<file path="src/rtl/ptw_pkg.sv">
package ptw_pkg;

    localparam int VA_W      = 64;
    localparam int ZERO_W    = 11;
    localparam int IDX_W     = 10;
    localparam int LEVELS    = 4;
    localparam int OFF_W     = 13;
    localparam int PPN_W     = 30;
    localparam int PTE_W     = 64;
    localparam int PTE_LG    = 3;
    localparam int PA_W      = PPN_W + OFF_W;
    localparam int LVL_W     = $clog2(LEVELS);

    localparam int BIT_V     = 0;
    localparam int BIT_X     = 1;
    localparam int BIT_W     = 2;
    localparam int BIT_R     = 3;
    localparam int PPN_LSB   = 13;

    typedef enum logic [1:0] {
        ST_IDLE,
        ST_ISSUE,
        ST_WAIT,
        ST_RESP
    } walk_state_e;

    typedef enum logic {
        FLT_RANGE   = 1'b0,
        FLT_INVALID = 1'b1
    } fault_cause_e;

    typedef logic [LEVELS-1:0][IDX_W-1:0] idx_vec_t;

    typedef struct packed {
        logic             valid;
        logic             exec;
        logic             write;
        logic             read;
        logic [PPN_W-1:0] ppn;
    } pte_fields_t;

    typedef struct packed {
        logic             fault;
        fault_cause_e     cause;
        logic [LVL_W-1:0] level;
        logic [PPN_W-1:0] ppn;
        logic             read;
        logic             write;
        logic             exec;
    } walk_result_t;

    function automatic logic [PA_W-1:0] entry_addr(input logic [PA_W-1:0]  base,
                                                   input logic [IDX_W-1:0] idx);
        return base + {{(PA_W-IDX_W-PTE_LG){1'b0}}, idx, {PTE_LG{1'b0}}};
    endfunction

    function automatic walk_result_t make_fault(input fault_cause_e     cause,
                                                input logic [LVL_W-1:0] level);
        walk_result_t r;
        r       = '0;
        r.fault = 1'b1;
        r.cause = cause;
        r.level = level;
        return r;
    endfunction

    function automatic walk_result_t make_ok(input pte_fields_t e);
        walk_result_t r;
        r       = '0;
        r.ppn   = e.ppn;
        r.read  = e.read;
        r.write = e.write;
        r.exec  = e.exec;
        return r;
    endfunction

endpackage

</file>
<file path="src/rtl/ptw_vaddr_split.sv">
module ptw_vaddr_split
    import ptw_pkg::*;
(
    input  logic [VA_W-1:0] vaddr,
    output logic            upper_ok,
    output idx_vec_t        idx
);
    localparam int TOP_LSB = VA_W - ZERO_W;

    assign upper_ok = (vaddr[VA_W-1:TOP_LSB] == '0);

    for (genvar g = 0; g < LEVELS; g++) begin : g_lvl
        // level 0 takes the highest index field
        assign idx[g] = vaddr[OFF_W + (LEVELS-1-g)*IDX_W +: IDX_W];
    end

    logic unused_offset;
    assign unused_offset = ^vaddr[OFF_W-1:0];
endmodule

</file>
<file path="src/rtl/ptw_entry_decode.sv">
module ptw_entry_decode
    import ptw_pkg::*;
(
    input  logic [PTE_W-1:0] pte,
    output pte_fields_t      fields
);
    assign fields.valid = pte[BIT_V];
    assign fields.exec  = pte[BIT_X];
    assign fields.write = pte[BIT_W];
    assign fields.read  = pte[BIT_R];
    assign fields.ppn   = pte[PPN_LSB +: PPN_W];

    logic unused_rsvd;
    assign unused_rsvd = ^{pte[PTE_W-1:PPN_LSB+PPN_W], pte[PPN_LSB-1:BIT_R+1]};
endmodule

</file>
<file path="src/rtl/ptw_ctrl.sv">
module ptw_ctrl
    import ptw_pkg::*;
(
    input  logic            clk,
    input  logic            rst,
    input  logic            req_valid,
    output logic            req_ready,
    input  logic            req_upper_ok,
    input  idx_vec_t        req_idx,
    input  logic [PA_W-1:0] req_root,
    output logic            mem_rd_valid,
    input  logic            mem_rd_ready,
    output logic [PA_W-1:0] mem_rd_addr,
    input  logic            mem_rsp_valid,
    input  pte_fields_t     entry,
    output logic            rsp_valid,
    input  logic            rsp_ready,
    output walk_result_t    result
);
    localparam logic [LVL_W-1:0] LAST_LVL = LVL_W'(LEVELS-1);

    walk_state_e      state_q;
    logic [LVL_W-1:0] level_q;
    logic [PA_W-1:0]  base_q;
    idx_vec_t         idx_q;
    walk_result_t     res_q;

    always_ff @(posedge clk) begin
        if (rst) begin
            state_q <= ST_IDLE;
            level_q <= '0;
            base_q  <= '0;
            idx_q   <= '0;
            res_q   <= '0;
        end else begin
            unique case (state_q)
                ST_IDLE: begin
                    if (req_valid) begin
                        idx_q   <= req_idx;
                        base_q  <= req_root;
                        level_q <= '0;
                        if (!req_upper_ok) begin
                            res_q   <= make_fault(FLT_RANGE, '0);
                            state_q <= ST_RESP;
                        end else begin
                            state_q <= ST_ISSUE;
                        end
                    end
                end
                ST_ISSUE: begin
                    if (mem_rd_ready) state_q <= ST_WAIT;
                end
                ST_WAIT: begin
                    if (mem_rsp_valid) begin
                        if (!entry.valid) begin
                            res_q   <= make_fault(FLT_INVALID, level_q);
                            state_q <= ST_RESP;
                        end else if (level_q == LAST_LVL) begin
                            res_q   <= make_ok(entry);
                            state_q <= ST_RESP;
                        end else begin
                            base_q  <= {entry.ppn, {OFF_W{1'b0}}};
                            level_q <= level_q + 1'b1;
                            state_q <= ST_ISSUE;
                        end
                    end
                end
                ST_RESP: begin
                    if (rsp_ready) state_q <= ST_IDLE;
                end
                default: state_q <= ST_IDLE;
            endcase
        end
    end

    assign req_ready    = (state_q == ST_IDLE);
    assign mem_rd_valid = (state_q == ST_ISSUE);
    assign mem_rd_addr  = entry_addr(base_q, idx_q[level_q]);
    assign rsp_valid    = (state_q == ST_RESP);
    assign result       = res_q;
endmodule

</file>
<file path="src/rtl/pt_walker.sv">
module pt_walker
    import ptw_pkg::*;
(
    input  logic             clk,
    input  logic             rst,
    input  logic             req_valid,
    output logic             req_ready,
    input  logic [VA_W-1:0]  req_vaddr,
    input  logic [PA_W-1:0]  req_root,
    output logic             mem_rd_valid,
    input  logic             mem_rd_ready,
    output logic [PA_W-1:0]  mem_rd_addr,
    input  logic             mem_rsp_valid,
    input  logic [PTE_W-1:0] mem_rsp_data,
    output logic             rsp_valid,
    input  logic             rsp_ready,
    output logic             rsp_fault,
    output logic             rsp_fault_cause,
    output logic [LVL_W-1:0] rsp_fault_level,
    output logic [PPN_W-1:0] rsp_ppn,
    output logic             rsp_read,
    output logic             rsp_write,
    output logic             rsp_exec
);
    logic         upper_ok;
    idx_vec_t     idx;
    pte_fields_t  entry;
    walk_result_t result;

    ptw_vaddr_split i_split (
        .vaddr    (req_vaddr),
        .upper_ok (upper_ok),
        .idx      (idx)
    );

    ptw_entry_decode i_decode (
        .pte    (mem_rsp_data),
        .fields (entry)
    );

    ptw_ctrl i_ctrl (
        .clk           (clk),
        .rst           (rst),
        .req_valid     (req_valid),
        .req_ready     (req_ready),
        .req_upper_ok  (upper_ok),
        .req_idx       (idx),
        .req_root      (req_root),
        .mem_rd_valid  (mem_rd_valid),
        .mem_rd_ready  (mem_rd_ready),
        .mem_rd_addr   (mem_rd_addr),
        .mem_rsp_valid (mem_rsp_valid),
        .entry         (entry),
        .rsp_valid     (rsp_valid),
        .rsp_ready     (rsp_ready),
        .result        (result)
    );

    assign rsp_fault       = result.fault;
    assign rsp_fault_cause = result.cause;
    assign rsp_fault_level = result.level;
    assign rsp_ppn         = result.ppn;
    assign rsp_read        = result.read;
    assign rsp_write       = result.write;
    assign rsp_exec        = result.exec;
endmodule

</file>
<file path="config.mk">
export PLATFORM = sky130hd
export DESIGN_NAME = pt_walker
export DESIGN_NICKNAME = d
export VERILOG_FILES = /design/src/rtl/ptw_pkg.sv /design/src/rtl/ptw_vaddr_split.sv /design/src/rtl/ptw_entry_decode.sv /design/src/rtl/ptw_ctrl.sv /design/src/rtl/pt_walker.sv
export SDC_FILE = /design/constraint.sdc
export NUM_CORES = 1
export LEC_CHECK = 0
export BUFFER_PORTS_ARGS = -buffer_cell sky130_fd_sc_hd__buf_2
export CAP_MARGIN = 5
export CORE_MARGIN = 4
export CORE_UTILIZATION = 40
export CTS_CLUSTER_SIZE = 40
export DETAILED_ROUTE_END_ITERATION = 10
export PLACE_DENSITY_LB_ADDON = 0.2
export SLEW_MARGIN = 20
export SYNTH_ARGS = -nofsm -noshare
export SYNTH_HDL_FRONTEND = slang
export SYNTH_HIERARCHICAL = 1
export SYNTH_SLANG_ARGS = --single-unit
</file>
<file path="constraint.sdc">
create_clock -name clk -period 3.9 [get_ports clk]
set_input_delay 0.78 -clock clk [delete_from_list [all_inputs] [get_ports clk]]
set_output_delay 0.78 -clock clk [all_outputs]
set_load 0.05 [all_outputs]
</file>
==> summary.txt, run 1 <==
Outcome
  • Failing checks: setup timing
  • Outcome: complete, but fails checks

Critical path
  • Setup CP Type: reg2out
  • R2r setup slk: between 1.5 and 2 ns
  • Arr. time, crit path: roughly 3.3 ns
  • Capture point of the worst path: mem_rd_addr[41]
  • Worst EP required: 3.12 ns
  • Startpoint types: flip-flop
  • RR Endpoint: i_ctrl/base_q[9]
  • Reg2Reg Depth: 6
  • RR Startpoint: i_ctrl/state_q[1]
  • Worst-path maximum fanout: 8
  • Beginning of the critical path: i_ctrl/level_q[1]
  • Critical Path Sink Type: output pin

Global routing
  • Vias in the first global route: between 5000 and 6000
  • Largest net degree at the start of global routing: 74
  • GR Util All Layers: 19.7%
  • GR Overflow Total: 0
  • Initial antenna violation count: 1
  • First-pass GRT wire length: 28.9 mm

Placement
  • Routability cong.: 0.840
  • IO Port Bufs: 216
  • Hpwl dp: 12.7 mm

Yosys
  • XOR/XNOR Fraction of Synth Area: 4.63%
  • Synth Area in Compound Gates: between 15 and 20%
  • Gate Count Post-Synth: 760
  • Area leader, netlist: dfxtp_1
  • Seq/Total Area, Yosys: 37.5%
  • Top-area cell type share of the netlist area: between 30% and 40%
  • Mapped Avg Cell Area: 8.71 µm²
  • Mux share of post-synthesis cell area: under 10%
  • Synth Cell Area: about 6600 µm²
  • Synth Flop Type: dfxtp_1
  • Post-synth ARST share: 0%
  • Ys Warns: 6
  • Synth area leaders: dfxtp_1, buf_4, nand2_1
  • Simple-gate share of the synthesized area: between 10% and 20%
  • Syn_nets: 949
  • Post-Synth Adder-Cell Area: 2.38%
  • Largest family of logic cells by synthesized area: compound AO/OA/AOI/OAI gates
  • Synthesis-stage register bit count: approximately 120
  • EDFF count, synth: 0
  • Synth cell types: 52

Die
  • Area of the die: ~19000 µm²
  • Die height: ~140 µm
  • Core area: 16100 µm²
  • Die width: 137 µm
  • Std-Cell Rows: 46
  • # IOs: 260
  • Starting Density: around two fifths

STA
  • Final setup viols: 32
  • Final Max Tran Viols: 0
  • Fin Setup TNS: -3.52 ns
  • Max Clk Rate: between 200 and 250 MHz
  • Final worst setup slack: -0.192 ns
  • Fin crit period: approximately 4.1 ns
  • Final Hold Fails: 0
  • Layout Skew: between 0.01 and 0.015 ns
  • Slew margin rel.: between 20% and 30%
  • Period utilisation layout: 105%
  • Unrepaired setup endpoints after global routing: true
  • Worst-Margin Slew: around 1.1 ns
  • Min Hold Slack: about 0.45 ns

Routing
  • Post-route ant nets: 0
  • Remaining routing DRC violations: 0
  • Via count: 5776
  • DR iter-0 viols: ~290
  • Routed wire per std cell: roughly 17 µm
  • Wirelength, routed: between 15 and 20 mm
  • Vias/cell: around 5.1
  • Pre-antenna DRT Iters: 5

Pwr
  • Pwr dens: 494 nW/µm²
  • Overall Power: about 4.4 mW
  • Worst VDD drop: 0.352 mV
  • Leak: around 3.7 nW

CTS
  • CTS root buf: clkbuf_16
  • Clk sinks: roughly 120
  • Clk_lat worst skew: between 0.4 and 0.5 ns
  • CTS tree: yes
  • Reg clk slew, reported paths: 0.06 ns
  • CTS buffer count: 17
  • Clk buf depth: 2
  • H-tree lvl count: 4

Final layout
  • Core Util, Final: between 50 and 60%
  • Final nets: 1096
  • Layout cells sized above 1: between 40% and 50%
  • Commonest non-fill, non-tap cell in the layout: buf_2
  • Syn-to-layout area delta: 34.0%
  • Commonest cells after routing, fill and taps aside: buf_2, dfxtp_1, nand2_1

Run
  • Max-Cap Viols: 0

Min path
  • Worst Hold Class: reg2reg
-- critical path, cell delays in order (launching register included) --
cell	delay, ns
dfxtp_4	0.38
buf_12	0.14
mux4_2	0.55
fa_2	0.39
a21o_1	0.23
a221oi_4	0.37
o41a_4	0.33
nor3_4	0.06
xnor2_2	0.24
buf_6	0.19
-- layer usage --
| metal | global-route usage, % | part of all wire, % |
|---|---|---|
| met1 | 25.6 | 45 |
| met2 | 31.5 | 48 |
| met3 | 5.55 | 6.1 |
| met4 | 6.77 | 1.8 |
| met5 | 0 | 0 |
-- worst min path at each step --
| stage | startpoint | to | slack (ns) | cells past startpoint |
|---|---|---|---|---|
| final | i_ctrl/idx_q[34] | i_ctrl/idx_q[34] | 0.45 | 2 |
| after global routing | i_ctrl/idx_q[31] | i_ctrl/idx_q[31] | 0.47 | 2 |
| after CTS | i_ctrl/idx_q[38] | i_ctrl/idx_q[38] | 0.45 | 2 |
| after detailed placement | i_ctrl/idx_q[36] | i_ctrl/idx_q[36] | 0.45 | 2 |
| after global placement | i_ctrl/idx_q[19] | i_ctrl/idx_q[19] | 0.44 | 2 |
| after floorplan | i_ctrl/idx_q[10] | i_ctrl/idx_q[10] | 0.43 | 2 |
-- registers in the layout, summed over array words and instances (netlist names) --
name / count
i_ctrl/state_q: 2
i_ctrl/result: 37
i_ctrl/idx_q: 40
i_ctrl/base_q: 43
i_ctrl/level_q: 2
-- logic make-up after synthesis --
group           count (synthesis)
compound gates                170
xor+xnor                       35
fa+ha+maj                      12
buf+inv                       134
flops                         124
mux                            42
simple gates                  243
-- synth_stat cells (8+ instances only) --
cell type and number:
a211oi_1 32, a21oi_1 58, a22oi_1 48, buf_2 18, buf_4 78, clkbuf_1 27
dfxtp_1 124, ha_1 11, mux2i_1 31, mux4_2 10, nand2_1 98, nor2_1 93
nor3_1 12, xnor2_1 8, xor2_1 27
-- power by group --
part | switching (mW) | leakage (nW) | internal [mW] | total (mW)
Clock | 0.589 | 0.259 | 0.897 | 1.49
Sequential | 0.132 | 1.01 | 1.39 | 1.52
Combinational | 0.877 | 2.45 | 0.496 | 1.37
Total | 1.60 | 3.73 | 2.79 | 4.38
-- stage by stage --
step | setup slack (ns) | area, µm² | std cells
5_1_grt | -0.294 | 8870 | 1137
2_1_floorplan | -0.0131 | 6760 | 760
6_report | -0.192 | 8870 | 1137
3_3_place_gp | -0.0669 | 7510 | 1087
4_1_cts | -0.241 | 8640 | 1127
3_5_place_dp | -0.0619 | 7510 | 1087
-- final cells by class --
cell class	instances	area (µm²)
fillers	1445	7180
multi-input cells	504	3930
flip-flops and latches	124	2490
repair buffers	252	1590
clock buffers	20	447
well taps	216	270
clock inverters	12	116
inverters	8	35.0
diodes	1	2.50
-- timing repair --
item	CTS	global route
endpoints found under the setup margin	34	34
pin swaps	23	29
hold buffers	0	0
resized for setup	111	30
gates cloned	2	0
setup buffers	8	10
Note: power is estimated with default switching activity, not from simulation.
==> run 2, diff against run 1 <==
--- a/config.mk
+++ b/config.mk
@@ -12,6 +12,7 @@
 export CTS_CLUSTER_SIZE = 40
 export DETAILED_ROUTE_END_ITERATION = 10
 export PLACE_DENSITY_LB_ADDON = 0.2
+export SETUP_SLACK_MARGIN = 0.15
 export SLEW_MARGIN = 20
 export SYNTH_ARGS = -nofsm -noshare
 export SYNTH_HDL_FRONTEND = slang
==> summary.txt, run 2 (synthesized netlist as in run 1, its figures left out) <==
Outcome
  • Outcome: complete, but fails checks (unchanged)
  • Failing checks: setup timing (unchanged)

CTS
  • CTS buffer count: 17 (unchanged)
  • CTS root buf: clkbuf_16 (unchanged)
  • Clk buf depth: 2 (unchanged)
  • H-tree lvl count: 4 (unchanged)
  • Reg clk slew, reported paths: 0.06 ns (about the same)
  • Hold Buf Count CTS: 0 (unchanged)
  • Clk_lat worst skew: 0.42 ns (was 0.41 ns)
  • CTS tree: yes (unchanged)
  • Clk sinks: 124 (unchanged)

Critical path
  • R2r setup slk: 1.60 ns (about the same)
  • Setup CP Type: reg2out (unchanged)
  • Startpoint types: flip-flop (unchanged)
  • Worst Path Buf+Inv: 3 (was 2)
  • RR Startpoint: i_ctrl/state_q[1] (unchanged)
  • Beginning of the critical path: i_ctrl/level_q[1] (unchanged)
  • Worst-path cell chain: buf_4, mux4_2, ha_4, and3_4, a221oi_4, buf_6, o41a_4, nor4b_4, xor2_2, buf_6 (was buf_12, mux4_2, fa_2, a21o_1, a221oi_4, o41a_4, nor3_4, xnor2_2, buf_6)
  • Max stage delay on crit path: 0.52 ns (was 0.55 ns)
  • CP delay by family, top: simple AND/OR/NAND/NOR gates (was compound AO/OA/AOI/OAI gates)
  • Cell mode on critical path: buf_6
  • Critical Path Sink Type: output pin (unchanged)
  • Worst EP required: 3.12 ns (about the same)
  • Slowest stage cell, crit path: mux4_2 (unchanged)
  • Arr. time, crit path: 3.36 ns (was 3.31 ns)
  • Worst-path maximum fanout: 8 (unchanged)

STA
  • Final worst setup slack: -0.238 ns (was -0.192 ns)
  • Fin crit period: 4.14 ns (was 4.09 ns)
  • Unrepaired setup endpoints after global routing: true (unchanged)
  • Fin Setup TNS: -4.81 ns (was -3.52 ns)
  • Worst-Margin Slew: 1.02 ns (was 1.08 ns)
  • Final setup viols: 33 (was 32)
  • Min Hold Slack: 0.450 ns (was 0.453 ns)
  • Final Hold Fails: 0 (unchanged)
  • Slew margin rel.: 32.1% (was 28.0%)
  • Period utilisation layout: 106% (was 105%)
  • Max Clk Rate: 242 MHz (was 244 MHz)
  • Final Max Tran Viols: 0 (unchanged)
  • Layout Skew: 0.0165 ns (was 0.0113 ns)

Routing
  • Pre-antenna DRT Iters: 6 (was 5)
  • Post-route ant nets: 0 (unchanged)
  • Vias/cell: 5.09 (was 5.08)
  • Wirelength, routed: 19.4 mm (was 18.8 mm)
  • Met3 WL post-DR: 1.26 mm (was 1.14 mm)
  • Metal-1 WL: 8.23 mm (was 8.40 mm)
  • Remaining routing DRC violations: 0 (unchanged)
  • DR iter-0 viols: 271 (was 285)
  • Routed wire per std cell: 16.9 µm (was 16.6 µm)
  • Met2 wire length: 9.40 mm (was 8.96 mm)
  • Uppermost routed layer: met4 (unchanged)
  • Via count: 5832 (was 5776)

Final layout
  • Layout cells sized above 1: 42.8% (was 41.4%)
  • Fin area: 9080 µm² (was 8870 µm²)
  • Fillers: 1449 (was 1445)
  • Final nets: 1104 (was 1096)
  • Syn-to-layout area delta: 37.2% (was 34.0%)
  • Commonest non-fill, non-tap cell in the layout: buf_2 (unchanged)
  • Commonest cells after routing, fill and taps aside: buf_2, dfxtp_1, nand2_1 (unchanged)
  • Max reg flops: 43 (unchanged)
  • Most flops, register: i_ctrl/base_q (unchanged)

Die
  • Starting Density: 41.2% (unchanged)
  • Die width: 137 µm (unchanged)
  • Core area: 16100 µm² (unchanged)
  • # IOs: 260 (unchanged)
  • Std-Cell Rows: 46 (unchanged)
  • Die height: 137 µm (unchanged)
  • Area of the die: 18700 µm² (unchanged)

Global routing
  • Largest net degree at the start of global routing: 67 (was 74)
  • Vias in the first global route: 5581 (was 5622)
  • First-pass GRT wire length: 29.1 mm (was 28.9 mm)
  • GR Overflow Total: 0 (unchanged)
  • GR Util All Layers: 20.2% (was 19.7%)
  • Initial antenna violation count: 2 (was 1)

Placement
  • Hpwl dp: 13.0 mm (was 12.7 mm)
  • Routability cong.: 0.831 (was 0.840)
  • Area after DPL: 7590 µm² (was 7510 µm²)
  • IO Port Bufs: 216 (unchanged)

Min path
  • Hold_sp: i_ctrl/idx_q[36] (was i_ctrl/idx_q[34])
  • Worst Hold Class: reg2reg (unchanged)

Pwr
  • Leak: 3.83 nW (was 3.73 nW)
  • Worst VDD drop: 0.309 mV (was 0.352 mV)
  • Pwr dens: 490 nW/µm² (was 494 nW/µm²)

Run
  • Max-Cap Viols: 0 (unchanged)
-- run 2: worst paths after layout --
path                       to  cells past startpoint
max reg2reg  i_ctrl/base_q[6]                      6
min          i_ctrl/idx_q[36]                      2
max           mem_rd_addr[35]                     10
min reg2reg  i_ctrl/idx_q[36]                      2
-- run 2: layer usage --
layer,up-vias,global-route usage [%]
met2,179,32.9
met3,24,5.48
met1,2733,25.9
met5,-,0
met4,0,6.72
li1,2896,-
-- run 2: timing repair --
action / CTS / global route
gates cloned: 2 / 0
resized for setup: 128 / 19
pin swaps: 22 / 16
buffers inserted: 13 / 14
endpoints found under the hold margin: 0 / 0
endpoints found under the setup margin: 34 / 35
-- run 2: metrics by stage --
| step | utilization [%] | cells | power (mW) | setup WS [ns] |
|---|---|---|---|---|
| 2_1_floorplan | - | 760 | 2.50 | 0.0456 |
| 3_3_place_gp | 47.3 | 1083 | 2.76 | -0.0780 |
| 3_5_place_dp | 47.3 | 1083 | 2.77 | -0.0700 |
| 4_1_cts | 55.1 | 1130 | 4.47 | -0.220 |
| 5_1_grt | 56.5 | 1146 | 4.67 | -0.368 |
| 6_report | 56.5 | 1146 | 4.45 | -0.238 |
-- run 2: layout make-up --
type	count	area (µm²)	area share [%]
multi-input cells	504	3990	43.9
inverters	8	32.5	0.358
well taps	216	270	2.98
flip-flops and latches	124	2490	27.4
repair buffers	260	1730	19.0
diodes	2	5.00	0.0551
clock buffers	19	443	4.88
clock inverters	13	128	1.41
-- run 2: power by group --
part	switching, mW	leakage (nW)	internal [mW]
Combinational	0.881	2.55	0.522
Clock	0.613	0.272	0.905
Sequential	0.139	1.01	1.39
Total	1.63	3.83	2.82
-- run 2: tightest hold or removal path, cell delays in order, from the launching register on --
cell     delay, ns
dfxtp_1       0.31
nand2_1       0.05
a21oi_1       0.05
==> run 3, diff against run 2 <==
==> constraint.sdc (replaced) <==
create_clock -name clk -period 5.32 [get_ports clk]
set_input_delay 1.064 -clock clk [delete_from_list [all_inputs] [get_ports clk]]
set_output_delay 1.064 -clock clk [all_outputs]
set_load 0.05 [all_outputs]
==> summary.txt, run 3 (synthesized netlist as in run 1, its figures left out) <==
Routing
  • Vias/cell: 5.10 (was 5.09)
  • Post-route ant nets: 0 (unchanged)
  • Routed wire per std cell: 15.9 µm (was 16.9 µm)
  • Pre-antenna DRT Iters: 5 (was 6)
  • Via count: 5641 (was 5832)
  • DR iter-0 viols: 248 (was 271)
  • Remaining routing DRC violations: 0 (unchanged)
  • Wirelength, routed: 17.5 mm (was 19.4 mm)

CTS
  • CTS buffer count: 17 (unchanged)
  • CTS root buf: clkbuf_16 (unchanged)
  • CTS tree: yes (unchanged)
  • Reg clk slew, reported paths: 0.05 ns (was 0.06 ns)
  • H-tree lvl count: 4 (unchanged)
  • Clk sinks: 124 (unchanged)
  • Clk buf depth: 2 (unchanged)
  • Clk_lat worst skew: 0.41 ns (was 0.42 ns)
  • Setup Fix Bufs, Post-CTS: 0 (was 13)

Global routing
  • GR Util All Layers: 18.3% (was 20.2%)
  • Largest net degree at the start of global routing: 93 (was 67)
  • Initial antenna violation count: 1 (was 2)
  • First-pass GRT wire length: 26.7 mm (was 29.1 mm)
  • Vias in the first global route: 5287 (was 5581)
  • GR Overflow Total: 0 (unchanged)

Final layout
  • Ant diodes: 0 (was 2)
  • Most flops, register: i_ctrl/base_q (unchanged)
  • Syn-to-layout area delta: 18.7% (was 37.2%)
  • FF/Latch Area: 2480 µm² (was 2490 µm²)
  • Max reg flops: 43 (unchanged)
  • Multi-input gate area: 3330 µm² (was 3990 µm²)
  • Final nets: 1066 (was 1104)
  • Commonest cells after routing, fill and taps aside: buf_2, dfxtp_1, nand2_1 (unchanged)
  • Commonest non-fill, non-tap cell in the layout: buf_2 (unchanged)
  • Layout cells sized above 1: 32.4% (was 42.8%)
  • Core Util, Final: 49.0% (was 56.5%)
  • Fillers: 1605 (was 1449)

Outcome
  • Outcome: complete, no violations (was complete, but fails checks)

Placement
  • Routability cong.: 0.817 (was 0.831)
  • IO Port Bufs: 216 (unchanged)
  • Hpwl dp: 12.6 mm (was 13.0 mm)

STA
  • Period utilisation layout: 90.8%
  • Unrepaired setup endpoints after global routing: false (was true)
  • Fin Setup TNS: 0 ns (was -4.81 ns)
  • Worst-Margin Slew: 1.01 ns (was 1.02 ns)
  • Layout Skew: 0.00580 ns (was 0.0165 ns)
  • Final setup viols: 0 (was 33)
  • Fin crit period: slightly below 5 ns
  • Max Clk Rate: a little over 200 MHz
  • Final Max Tran Viols: 0 (unchanged)
  • Slew margin rel.: 32.5% (was 32.1%)
  • Final Hold Fails: 0 (unchanged)

Die
  • Die height: 137 µm (unchanged)
  • # IOs: 260 (unchanged)
  • Starting Density: 41.2% (unchanged)
  • Area of the die: 18700 µm² (unchanged)
  • Core area: 16100 µm² (unchanged)
  • Die width: 137 µm (unchanged)
  • Std-Cell Rows: 46 (unchanged)

Critical path
  • Worst EP required: 4.26 ns (was 3.12 ns)
  • Startpoint types: flip-flop (unchanged)
  • Critical Path Sink Type: output pin (unchanged)
  • Worst-path maximum fanout: 15 (was 8)
  • Arr. time, crit path: 3.77 ns (was 3.36 ns)
  • Setup CP Type: reg2out (unchanged)

Min path
  • Worst Hold Class: reg2reg (unchanged)

Pwr
  • Worst VDD drop: 0.218 mV (was 0.309 mV)
  • Pwr dens: 400 nW/µm² (was 490 nW/µm²)
  • Leak: 3.44 nW (was 3.83 nW)

Run
  • Max-Cap Viols: 0 (unchanged)
run 3: metrics by stage:
stage | worst slack (ns) | power [mW] | instances | area (µm²) | hold slack, ns
6_report | 0.491 | 3.14 | 1105 | 7860 | 0.452
5_1_grt | 0.245 | 3.30 | 1105 | 7860 | 0.479
4_1_cts | 0.294 | 3.18 | 1105 | 7860 | 0.455
3_5_place_dp | 0.749 | 1.98 | 1074 | 7260 | 0.446
3_3_place_gp | 0.784 | 1.98 | 1074 | 7260 | 0.442
2_1_floorplan | 0.665 | 1.79 | 760 | 6620 | 0.433
run 3: power breakdown:
part | switching (mW) | internal, mW | total (mW)
Sequential | 0.0864 | 1.02 | 1.11
Combinational | 0.593 | 0.260 | 0.853
Clock | 0.432 | 0.749 | 1.18
run 3: critical path, stage by stage, from the launching register on:
cell      delay [ns]
dfxtp_1         0.76
mux4_2          0.41
ha_1            0.25
fa_1            0.42
a21o_1          0.20
a221oi_2        0.36
o41a_4          0.32
nor4_1          0.09
xor2_1          0.22
buf_2           0.30
run 3: area by class of cell:
cell class / instances / area share, %
multi-input combinational: 502 / 42.4
inverter: 8 / 0.382
clock inverter: 13 / 2.10
tap: 216 / 3.44
sequential: 124 / 31.6
clock buffer: 18 / 5.59
timing repair buffer: 224 / 14.5
run 3: repair_timing:
item	CTS	global route
hold buffers	0	0
gates resized for setup	0	1
hold endpoints to repair	0	0
endpoints found under the setup margin	0	7
run 3: path summary, 6_finish.rpt:
| path | start | to | slack, ns | cells after the start |
|---|---|---|---|---|
| min reg2reg | i_ctrl/idx_q[21] | i_ctrl/idx_q[21] | 0.45 | 2 |
| max reg2reg | i_ctrl/state_q[1] | i_ctrl/base_q[39] | 2.72 | 7 |
| min | i_ctrl/idx_q[21] | i_ctrl/idx_q[21] | 0.45 | 2 |
| max | i_ctrl/level_q[0] | mem_rd_addr[33] | 0.49 | 9 |
run 3: routing by layer:
| metal | up-vias | share of wire (%) | wire length, µm | global-route usage [%] |
|---|---|---|---|---|
| met5 | - | 0.068 | 12 | 0 |
| met4 | 2 | 1.8 | 315 | 6.55 |
| met3 | 26 | 7.3 | 1280 | 4.56 |
| met2 | 180 | 46 | 8120 | 29.2 |
| met1 | 2603 | 45 | 7810 | 24.0 |
| li1 | 2830 | - | - | - |
